[src/rtl/fp_add_pipe.sv]
module fp_add_pipe #(
  parameter int EW = 8,
  parameter int MW = 23
) (
  input  logic           clk,
  input  logic           rst_n,
  input  logic           in_valid,
  input  logic [EW+MW:0] op_a,
  input  logic [EW+MW:0] op_b,
  input  logic           sub,
  input  logic [1:0]     rnd,
  output logic           out_valid,
  output logic [EW+MW:0] result,
  output logic           ovf,
  output logic           unf,
  output logic           inx
);
  localparam int W  = EW + MW + 1;
  localparam int MN = MW + 1;
  localparam int X  = MN + 3;
  localparam int DW = $clog2(X + 1);
  localparam int LW = $clog2(MN + 2);
  localparam int SW = (LW > EW) ? LW : EW;
  localparam logic [EW-1:0] EMAX = {EW{1'b1}};
  localparam logic [W-1:0]  QNAN = {1'b0, EMAX, 1'b1, {(MW-1){1'b0}}};

  // ---------------- stage 1: unpack, order, align ----------------
  wire [EW-1:0] ea = op_a[W-2:MW];
  wire [EW-1:0] eb = op_b[W-2:MW];
  wire [MW-1:0] fa = op_a[MW-1:0];
  wire [MW-1:0] fb = op_b[MW-1:0];
  wire          sa = op_a[W-1];
  wire          sb = op_b[W-1] ^ sub;

  wire a_nan = (ea == EMAX) && (fa != {MW{1'b0}});
  wire b_nan = (eb == EMAX) && (fb != {MW{1'b0}});
  wire a_inf = (ea == EMAX) && (fa == {MW{1'b0}});
  wire b_inf = (eb == EMAX) && (fb == {MW{1'b0}});

  wire          swap    = op_b[W-2:0] > op_a[W-2:0];
  wire          eff_sub = sa ^ sb;
  wire          sg      = swap ? sb : sa;
  wire [EW-1:0] eg_r    = swap ? eb : ea;
  wire [EW-1:0] es_r    = swap ? ea : eb;
  wire [MW-1:0] fg      = swap ? fb : fa;
  wire [MW-1:0] fs      = swap ? fa : fb;
  wire [EW-1:0] eg      = (eg_r == {EW{1'b0}}) ? EW'(1) : eg_r;
  wire [EW-1:0] es      = (es_r == {EW{1'b0}}) ? EW'(1) : es_r;
  wire [MN-1:0] mg      = {eg_r != {EW{1'b0}}, fg};
  wire [MN-1:0] ms      = {es_r != {EW{1'b0}}, fs};
  wire [EW-1:0] d       = eg - es;
  wire          near    = eff_sub && (d <= EW'(1));

  // far path: right shift with sticky gathered from the dropped bits
  wire [DW-1:0] dc   = (32'(d) > 32'(X)) ? DW'(X) : DW'(d);
  wire [X-1:0]  sx   = {ms, 3'b000};
  wire [X-1:0]  sxs  = sx >> dc;
  wire          lost = |(sx & ~({X{1'b1}} << dc));
  wire [X-1:0]  al   = {sxs[X-1:1], sxs[0] | lost};
  wire [X:0]    far_c = eff_sub ? ({1'b0, mg, 3'b000} - {1'b0, al})
                                : ({1'b0, mg, 3'b000} + {1'b0, al});

  // near path: at most one bit of alignment, exact with one guard bit
  wire [MN:0] near_c = {mg, 1'b0} - ({ms, 1'b0} >> d[0]);

  wire          spec_c  = a_nan | b_nan | a_inf | b_inf;
  wire [W-1:0]  specv_c = (a_nan || b_nan || (a_inf && b_inf && eff_sub)) ? QNAN :
                          a_inf ? {sa, EMAX, {MW{1'b0}}} : {sb, EMAX, {MW{1'b0}}};

  logic          v1, spec1, near1, effsub1, sg1;
  logic [1:0]    rnd1;
  logic [W-1:0]  specv1;
  logic [EW-1:0] eg1;
  logic [X:0]    far1;
  logic [MN:0]   nd1;

  always_ff @(posedge clk or negedge rst_n)
    if (!rst_n) v1 <= 1'b0;
    else        v1 <= in_valid;

  always_ff @(posedge clk) begin
    spec1   <= spec_c;
    specv1  <= specv_c;
    near1   <= near;
    effsub1 <= eff_sub;
    sg1     <= sg;
    rnd1    <= rnd;
    eg1     <= eg;
    far1    <= far_c;
    nd1     <= near_c;
  end

  // ---------------- stage 2: normalize, round, pack ----------------
  logic [X-1:0]  fn;
  logic [EW:0]   fe;
  logic [LW-1:0] lz;
  logic [SW-1:0] nsh;
  logic [MN:0]   nn;
  logic [EW:0]   ne;
  logic [EW-1:0] lim;

  always_comb begin
    if (far1[X]) begin
      fn = {far1[X:2], far1[1] | far1[0]};
      fe = {1'b0, eg1} + (EW+1)'(1);
    end else if (!effsub1 || far1[X-1]) begin
      fn = far1[X-1:0];
      fe = {1'b0, eg1};
    end else begin
      fn = {far1[X-2:0], 1'b0};
      fe = {1'b0, eg1} - (EW+1)'(1);
    end
  end

  always_comb begin
    lz = LW'(MN + 1);
    for (int i = 0; i <= MN; i++)
      if (nd1[i]) lz = LW'(MN - i);
    lim = eg1 - EW'(1);
    nsh = (32'(lz) > 32'(lim)) ? SW'(lim) : SW'(lz);
    nn  = nd1 << nsh;
    ne  = {1'b0, eg1} - (EW+1)'(nsh);
  end

  wire [MN-1:0] m  = near1 ? nn[MN:1] : fn[X-1:3];
  wire          g  = near1 ? nn[0]    : fn[2];
  wire          st = near1 ? 1'b0     : (fn[1] | fn[0]);
  wire [EW:0]   ex = near1 ? ne       : fe;

  wire zero2 = near1 && (nd1 == {(MN+1){1'b0}});
  wire sr    = zero2 ? (rnd1 == 2'd3) : sg1;
  wire rinc  = (rnd1 == 2'd0) ? (g & (st | m[0])) :
               (rnd1 == 2'd2) ? ((g | st) & ~sr) :
               (rnd1 == 2'd3) ? ((g | st) & sr) : 1'b0;

  wire [MN:0]   m1  = {1'b0, m} + (MN+1)'(1);
  wire [MN-1:0] rm  = !rinc ? m : (m1[MN] ? m1[MN:1] : m1[MN-1:0]);
  wire [EW:0]   rex = (rinc && m1[MN]) ? ex + (EW+1)'(1) : ex;

  wire over   = rex >= {1'b0, EMAX};
  wire inexf  = g | st;
  wire tiny   = !m[MN-1];
  wire to_inf = (rnd1 == 2'd0) || (rnd1 == 2'd2 && !sr) || (rnd1 == 2'd3 && sr);
  wire [W-1:0] ovv = to_inf ? {sr, EMAX, {MW{1'b0}}}
                            : {sr, EMAX - EW'(1), {MW{1'b1}}};
  wire [W-1:0] fin = over ? ovv
                          : {sr, rm[MN-1] ? rex[EW-1:0] : {EW{1'b0}}, rm[MW-1:0]};

  always_ff @(posedge clk or negedge rst_n)
    if (!rst_n) begin
      out_valid <= 1'b0;
      result    <= {W{1'b0}};
      ovf       <= 1'b0;
      unf       <= 1'b0;
      inx       <= 1'b0;
    end else begin
      out_valid <= v1;
      result    <= spec1 ? specv1 : fin;
      ovf       <= !spec1 && over;
      unf       <= !spec1 && !over && tiny && inexf;
      inx       <= !spec1 && (over || inexf);
    end
endmodule


[config.mk]
export PLATFORM = sky130hd
export DESIGN_NAME = fp_add_pipe
export DESIGN_NICKNAME = d
export VERILOG_FILES = /design/src/rtl/fp_add_pipe.sv
export SDC_FILE = /design/constraint.sdc
export NUM_CORES = 1
export LEC_CHECK = 0
export BUFFER_PORTS_ARGS = -buffer_cell sky130_fd_sc_hd__buf_2
export CAP_MARGIN = 20
export CORE_MARGIN = 4
export CORE_UTILIZATION = 45
export CTS_CLUSTER_DIAMETER = 100
export CTS_CLUSTER_SIZE = 20
export DETAILED_ROUTE_END_ITERATION = 8
export HOLD_SLACK_MARGIN = 0.08
export PLACE_DENSITY_LB_ADDON = 0.12
export SYNTH_ARGS = -nofsm -noshare
export SYNTH_HDL_FRONTEND = slang
export SYNTH_SLANG_ARGS = --single-unit
[constraint.sdc]
create_clock -name clk -period 9.25 [get_ports clk]
set_input_delay 0.925 -clock clk [delete_from_list [all_inputs] [get_ports clk]]
set_output_delay 0.925 -clock clk [all_outputs]
set_load 0.05 [all_outputs]
==> After elaboration in Yosys (flattened, before gate mapping) <==
Cells that the tools add are included.
W data, S select, Z words.
{ "word_totals": {"rom_bits": 0, "out_inout_bits": 36, "elab_cells": 147, "mem_bits_rw": 0, "regBits": 136, "memories": 0, "inputBits": 70, "latchBits": 0} }
{ "classes": {"n_bitwise": 16, "n_addsub": 10, "n_mux": 55, "n_shift": 4, "n_mul": 0, "eq_ne": 4, "reduce_logical": 38, "magnitude_cmp": 5, "n_div": 0} }
{ "op_table": {"columns": ["operator", "count"], "rows": [
  ["$mux W5", 25],
  ["$mux W24", 4],
  ["$mux W32", 2],
  ["$mux W27", 2],
  ["$mux W8", 6],
  ["$logic_not A23 Y1", 2],
  ["$mux W23", 2],
  ["$reduce_bool A23 Y1", 2],
  ["$mux W9", 4],
  ["$gt A31 B31 Y1", 1],
  ["$mux W31", 1],
  ["$add A27 B27 Y28", 1],
  ["$mux W28", 1],
  ["$sub A27 B27 Y28", 1],
  ["$and A27 B27 Y27", 1],
  ["$not A27 Y27", 1],
  ["$reduce_or A27 Y1", 1],
  ["$shl A27 B5 Y27 const A", 1],
  ["$shr A27 B5 Y27", 1],
  ["$add A24 B1 Y25 const B", 1],
  ["$logic_not A25 Y1", 1],
  ["$shl A25 B8 Y25", 1],
  ["$shr A25 B1 Y25", 1],
  ["$sub A25 B25 Y25", 1],
  ["other kinds (23)", 68]
]} }

==> Logic depth before layout (Yosys ltp) <==
{ "logic_depth": {"word_depth": 41, "depth_mapped": 53, "ltp_nobuf": 48} }

==> Least setup slack after synthesis <==
Ideal clock, no wire load.
{ "synth_timing": {"path_type": "input to register", "startpoint": "input op_a[4]", "endpoint": "register far1[26]", "t_arrival_ns": 9.882, "n_path_buf": 5, "setup_time_ns": 0.072, "slack_ns": -0.704, "cell_stages": 47, "required_time_ns": 9.178, "cell_sequence": "inv_1 > ha_1 > a211oi_1 > nor2_1 > o31a_1 > o41a_1 > or2_2 > clkbuf_1 > clkbuf_1 > clkbuf_1 > o21ai_0 > nor4_1 > and2_1 > nor2_1 > ha_1 > inv_1 > fa_1 > a211oi_1 > [... 11 more ...] > a22o_1 > ha_1 > a21o_1 > a21o_1 > a21o_1 > a21o_1 > a21o_1 > a311o_1 > a41oi_1 > o21ai_0 > a31oi_1 > nor2_1 > o21bai_1 > a221o_1 > o311ai_0 > and2_0 > o31ai_1 > xnor2_1"} }
{ "synth_between": {"elab_chain_len": 14, "word_cells_on_any_way": 23, "classes_between": "add/sub: 3; order compare: 2; shift: 2; mux: 8; bitwise: 3; reduce/logical: 5"} }
{ "synth_rtl": {"columns": ["item", "line", "source"], "rows": [
  ["start, declared", "8", "input logic [EW+MW:0] op_a,"],
  ["$gt A31 B31 Y1 (*)", "40", "wire swap = op_b[W-2:0] > op_a[W-2:0];"],
  ["$mux W8 (*)", "43", "wire [EW-1:0] eg_r = swap ? eb : ea;"],
  ["$logic_not A8 Y1", "47", "wire [EW-1:0] eg = (eg_r == {EW{1'b0}}) ? EW'(1) : eg_r;"],
  ["$mux W8 (*)", "47", null],
  ["net eg[1]", "47", null],
  ["$sub A8 B8 Y8 (*)", "51", "wire [EW-1:0] d = eg - es;"],
  ["$gt A8 B5 Y1", "55", "wire [DW-1:0] dc = (32'(d) > 32'(X)) ? DW'(X) : DW'(d);"],
  ["$mux W5 (*)", "55", null],
  ["$shl A27 B5 Y27", "58", "wire lost = |(sx & ~({X{1'b1}} << dc));"],
  ["$not A27 Y27", "58", null],
  ["$and A27 B27 Y27", "58", null],
  ["$reduce_or A27 Y1", "58", null],
  ["$or A1 B1 Y1", "59", "wire [X-1:0] al = {sxs[X-1:1], sxs[0] | lost};"],
  ["$add A27 B27 Y28 or $sub A27 B27 Y28 (tied branches)", "61, 60", null],
  ["$mux W28 (*)", "60", "wire [X:0] far_c = eff_sub ? ({1'b0, mg, 3'b000} - {1'b0, al})"],
  ["net far_c[26]", "60", null],
  ["end signal, assigned", "89", "far1 <= far_c;"],
  ["end, declared", "74", "logic [X:0] far1;"]
]} }
Mark *: on every way through the listed nets, which the timed path passes. The rest lies on a longest branch.
A chain may end at the register's enable or synchronous reset.

==> Worst setup path after layout <==
{ "layout_timing": {"startpoint": "input op_b[2]", "endpoint": "register far1[27]"} }
{ "layout_between": {"elab_chain_len": 14, "word_cells_on_any_way": 23, "classes_between": "add/sub: 3; order compare: 2; shift: 2; mux: 8; bitwise: 3; reduce/logical: 5"} }
{ "layout_rtl": {"columns": ["item", "line", "source"], "rows": [
  ["start, declared", "9", "input logic [EW+MW:0] op_b,"],
  ["$gt A31 B31 Y1", "40", null],
  ["$mux W8, on equally long branches", "43, 44", null],
  ["$logic_not A8 Y1, on equally long branches", "47, 48", null],
  ["$mux W8, on equally long branches", "47, 48", null],
  ["$sub A8 B8 Y8", "51", null],
  ["$gt A8 B5 Y1", "55", null],
  ["$mux W5", "55", null],
  ["$shl A27 B5 Y27", "58", null],
  ["$not A27 Y27", "58", null],
  ["$and A27 B27 Y27", "58", null],
  ["$reduce_or A27 Y1", "58", null],
  ["$or A1 B1 Y1", "59", null],
  ["$add A27 B27 Y28 or $sub A27 B27 Y28 (tied branches)", "61, 60", null],
  ["$mux W28 (*)", "60", null],
  ["net far_c[27]", "60", null]
]} }
Marked as above.

==> results by group <==
Synth
  • Syn nets: 2,348
  • Synth cell count leaders: nand2_1, nor2_1, o21ai_0
  • Async SR Flop Fraction: 34.91%
  • Gate Count Post-Synth: 2,149
  • Post-synthesis cell type count: 108
  • Cell accounting for the most synthesized area: ha_1
  • Synth Area per Inst: 7.068 µm²
  • Top cell type's share of synthesized area: 10.30%
  • Top post-synthesis cells by area: ha_1, dfxtp_1, mux2i_1
  • Synth warnings: 0
  • Most used DFF post-synth: dfxtp_1
  • Seq cells post-synth: 106
  • Post-Syn Area: 15,190 µm²
  • Most instantiated library cell after synthesis: nand2_1
  • Post-synth EDFFs: 0
  • Seq/Total Area, Yosys: 15.19%

Timing
  • Clock skew: 0.01537 ns
  • Min cycle time layout: 8.893 ns
  • Final setup vio count: 0
  • Max transition margin: 19.71%
  • RSZ-0062 raised after global routing: yes
  • Setup TNS: 0 ns
  • Hold Fails Final Rpt: 0
  • FMAX: 112.4 MHz
  • Worst Hold Slack: 0.3632 ns
  • Final Slew Violations: 0
  • Least-Margin Pin Slew: 1.192 ns
  • Period utilization: 96.15%

Place
  • RD Place Congestion: 1.035
  • DP HPWL: 51,260 µm
  • Input/output buffers: 105
  • Post-DP Area: 18,130 µm²

Die
  • IO Pins: 106
  • Core footprint: 33,450 µm²
  • Die Ht: 191.7 µm
  • Initial core utilization: 45.41%
  • Die width: 191.7 µm
  • Die area: 36,760 µm²
  • Rows: 67

Routing
  • Starting DRT DRC Count: 2,021
  • Total Wirelength: 63,400 µm
  • Antenna viol nets, final: 0
  • Routed len/inst: 21.67 µm
  • Vias per std cell: 6.178
  • Pre-Repair DR Iteration Count: 6
  • DRC viols: 0
  • Vias: 18,071

Flow run
  • Max cap viols: 0

Global routing
  • Initial antenna violation count: 1
  • Pin count of the biggest net entering global routing: 59
  • First-pass GRT wire length: 95,790 µm
  • Gr ovfl total: 0
  • Gr usage total: 33.26%
  • Vias in the first global route: 17,063

Finish
  • Core Util, Final: 57.02%
  • Area Growth Syn to Fin: 25.57%
  • Design Area, Final: 19,070 µm²
  • Nets: 2,670
  • Layout cell share with drive strength beyond 1: 24.23%

Critical path
  • Critical-path cell with the highest stage delay: a2111o_1
  • Crit path capture type: flip-flop
  • CP required: 9.55 ns
  • Critical Path AT: 9.20 ns
  • Crit path max fanout: 9
  • Cell mode on critical path: a21oi_2
  • Worst reg2reg path startpoint: nd1[1]$_DFF_P_
  • Slowest stage delay, CP: 0.48 ns
  • Crit path max-delay family: compound AO/OA/AOI/OAI gates
  • Crit path buf inv count: 7
  • CP Class: in -> reg
  • CP Launch Type: input port
  • CP startpoint: op_b[2]

Clocking
  • CTS root buffer: clkbuf_16
  • CTS HTree Levels: 3
  • CTS tree: built
  • CTS Buf Count: 9
  • Worst skew pair latency: 0.38 ns
  • CTS max path bufs: 2
  • Clock Pin Slew Worst Setup and Hold Paths: 0.09 ns
  • Sink Count: 106

Pwr
  • Part of the power in registers: 17.0%
  • Int Pwr: 0.002342 W
  • VDD IR max: 0.1912 mV
  • Psw: 0.002841 W
  • Comb pwr share: 75.3%
  • Switch share: 54.81%
  • Pwr Density: 271.7 nW/µm²
  • Pleak: 8.664 nW
  • Clock share of power: 7.7%

Min path
  • Worst hold path type: reg -> reg
  • Hold Crit Start: v1$_DFF_PN0_

Outcome
  • Outcome: complete, no violations
[cell families after synthesis]
| family | Yosys count | synth area share [%] |
|---|---|---|
| compound gates | 669 | 28.80 |
| other cells | 1 | 0.02469 |
| simple gates | 791 | 24.89 |
| buf+inv | 252 | 6.895 |
| mux | 131 | 9.341 |
| xor+xnor | 70 | 4.036 |
| fa+ha+maj | 129 | 10.82 |
| flops | 106 | 15.19 |
[layer usage]
metal	track usage, %	vias up	routed length, µm	part of all wire (%)
met4	19.64	0	4376	6.9
met5	0	-	0	0
met2	54.36	877	28570	45
li1	-	8549	-	-
met3	4.726	218	4428	7.0
met1	41.64	8427	26020	41
[through the flow]
step | cells | total power [W] | setup slack, ns
2_1_floorplan | 2149 | 0.003319 | 0.008140
3_3_place_gp | 2882 | 0.004564 | -0.07830
3_5_place_dp | 2889 | 0.004598 | -0.2681
4_1_cts | 2905 | 0.005008 | 0.1102
5_1_grt | 2924 | 0.005523 | -0.1173
6_report | 2925 | 0.005182 | 0.3565
[power by group through the flow]
stage,clock [W],sequential [W],combinational (W)
after global routing,0.000422,0.000901,0.00420
after floorplan,0,0.000994,0.00233
after detailed placement,0,0.000881,0.00372
after global placement,0,0.000880,0.00368
after CTS,0.000406,0.000870,0.00373
final,0.000400,0.000879,0.00390
[path summary, 6_finish.rpt]
path,endpoint,slack [ns],cells after the start
worst max-delay path,far1[27]$_DFF_P_,0.36,47
worst min-delay path,out_valid$_DFF_PN0_,0.36,0
worst max register to register,result[30]$_DFF_PN0_,1.62,26
worst min register to register,out_valid$_DFF_PN0_,0.36,0
max in group asynchronous,result[4]$_DFF_PN0_,8.14,1
min in group asynchronous,result[24]$_DFF_PN0_,0.62,1
[sequential cells by signal, summed over array words and instances, names as in the netlist]
name and cells:
spec1 1, v1 1, near1 1, nd1 25, eg1 8, unf 1, specv1 2, rnd1 2
far1 28, inx 1, result 32, effsub1 1, out_valid 1, sg1 1, ovf 1
[area by class of cell]
class | count | area (µm²)
Antenna cell | 1 | 2.502
Clock inverter | 6 | 53.80
Sequential cell | 106 | 2307
Inverter | 133 | 506.7
Timing Repair Buffer | 430 | 3042
Multi-Input combinational cell | 1791 | 12350
Tap cell | 448 | 560.5
Fill cell | 3192 | 14380
Clock buffer | 10 | 250.2
[what timing repair did]
action | 4_1_cts | 5_1_grt
buffers inserted | 0 | 17
resized for setup | 0 | 117
hold endpoints to repair | 0 | 0
setup endpoints to repair | 0 | 15
hold buffers | 0 | 0
[cells in the final DEF, fill, tap and decap left out, drive strengths merged, types with 12 or more instances in the layout]
| cell type | Yosys | layout |
|---|---|---|
| a211oi | 36 | 36 |
| a21o | 31 | 31 |
| a21oi | 153 | 153 |
| a311oi | 19 | 19 |
| a31oi | 35 | 35 |
| a32oi | 12 | 12 |
| and2 | 12 | 12 |
| and3 | 16 | 16 |
| buf | 44 | 429 |
| dfrtp | 37 | 37 |
| dfxtp | 69 | 69 |
| ha | 125 | 125 |
| inv | 132 | 136 |
| mux2 | 16 | 16 |
| mux2i | 108 | 108 |
| nand2 | 270 | 270 |
| nand2b | 26 | 26 |
| nand3 | 80 | 80 |
| nand4 | 30 | 30 |
| nor2 | 186 | 186 |
| nor2b | 23 | 23 |
| nor3 | 67 | 67 |
| nor4 | 31 | 31 |
| o211ai | 35 | 35 |
| o21ai | 194 | 194 |
| o21bai | 12 | 12 |
| or3 | 14 | 14 |
| xnor2 | 41 | 41 |
| xor2 | 29 | 29 |
(Power assumes the default switching activity.)
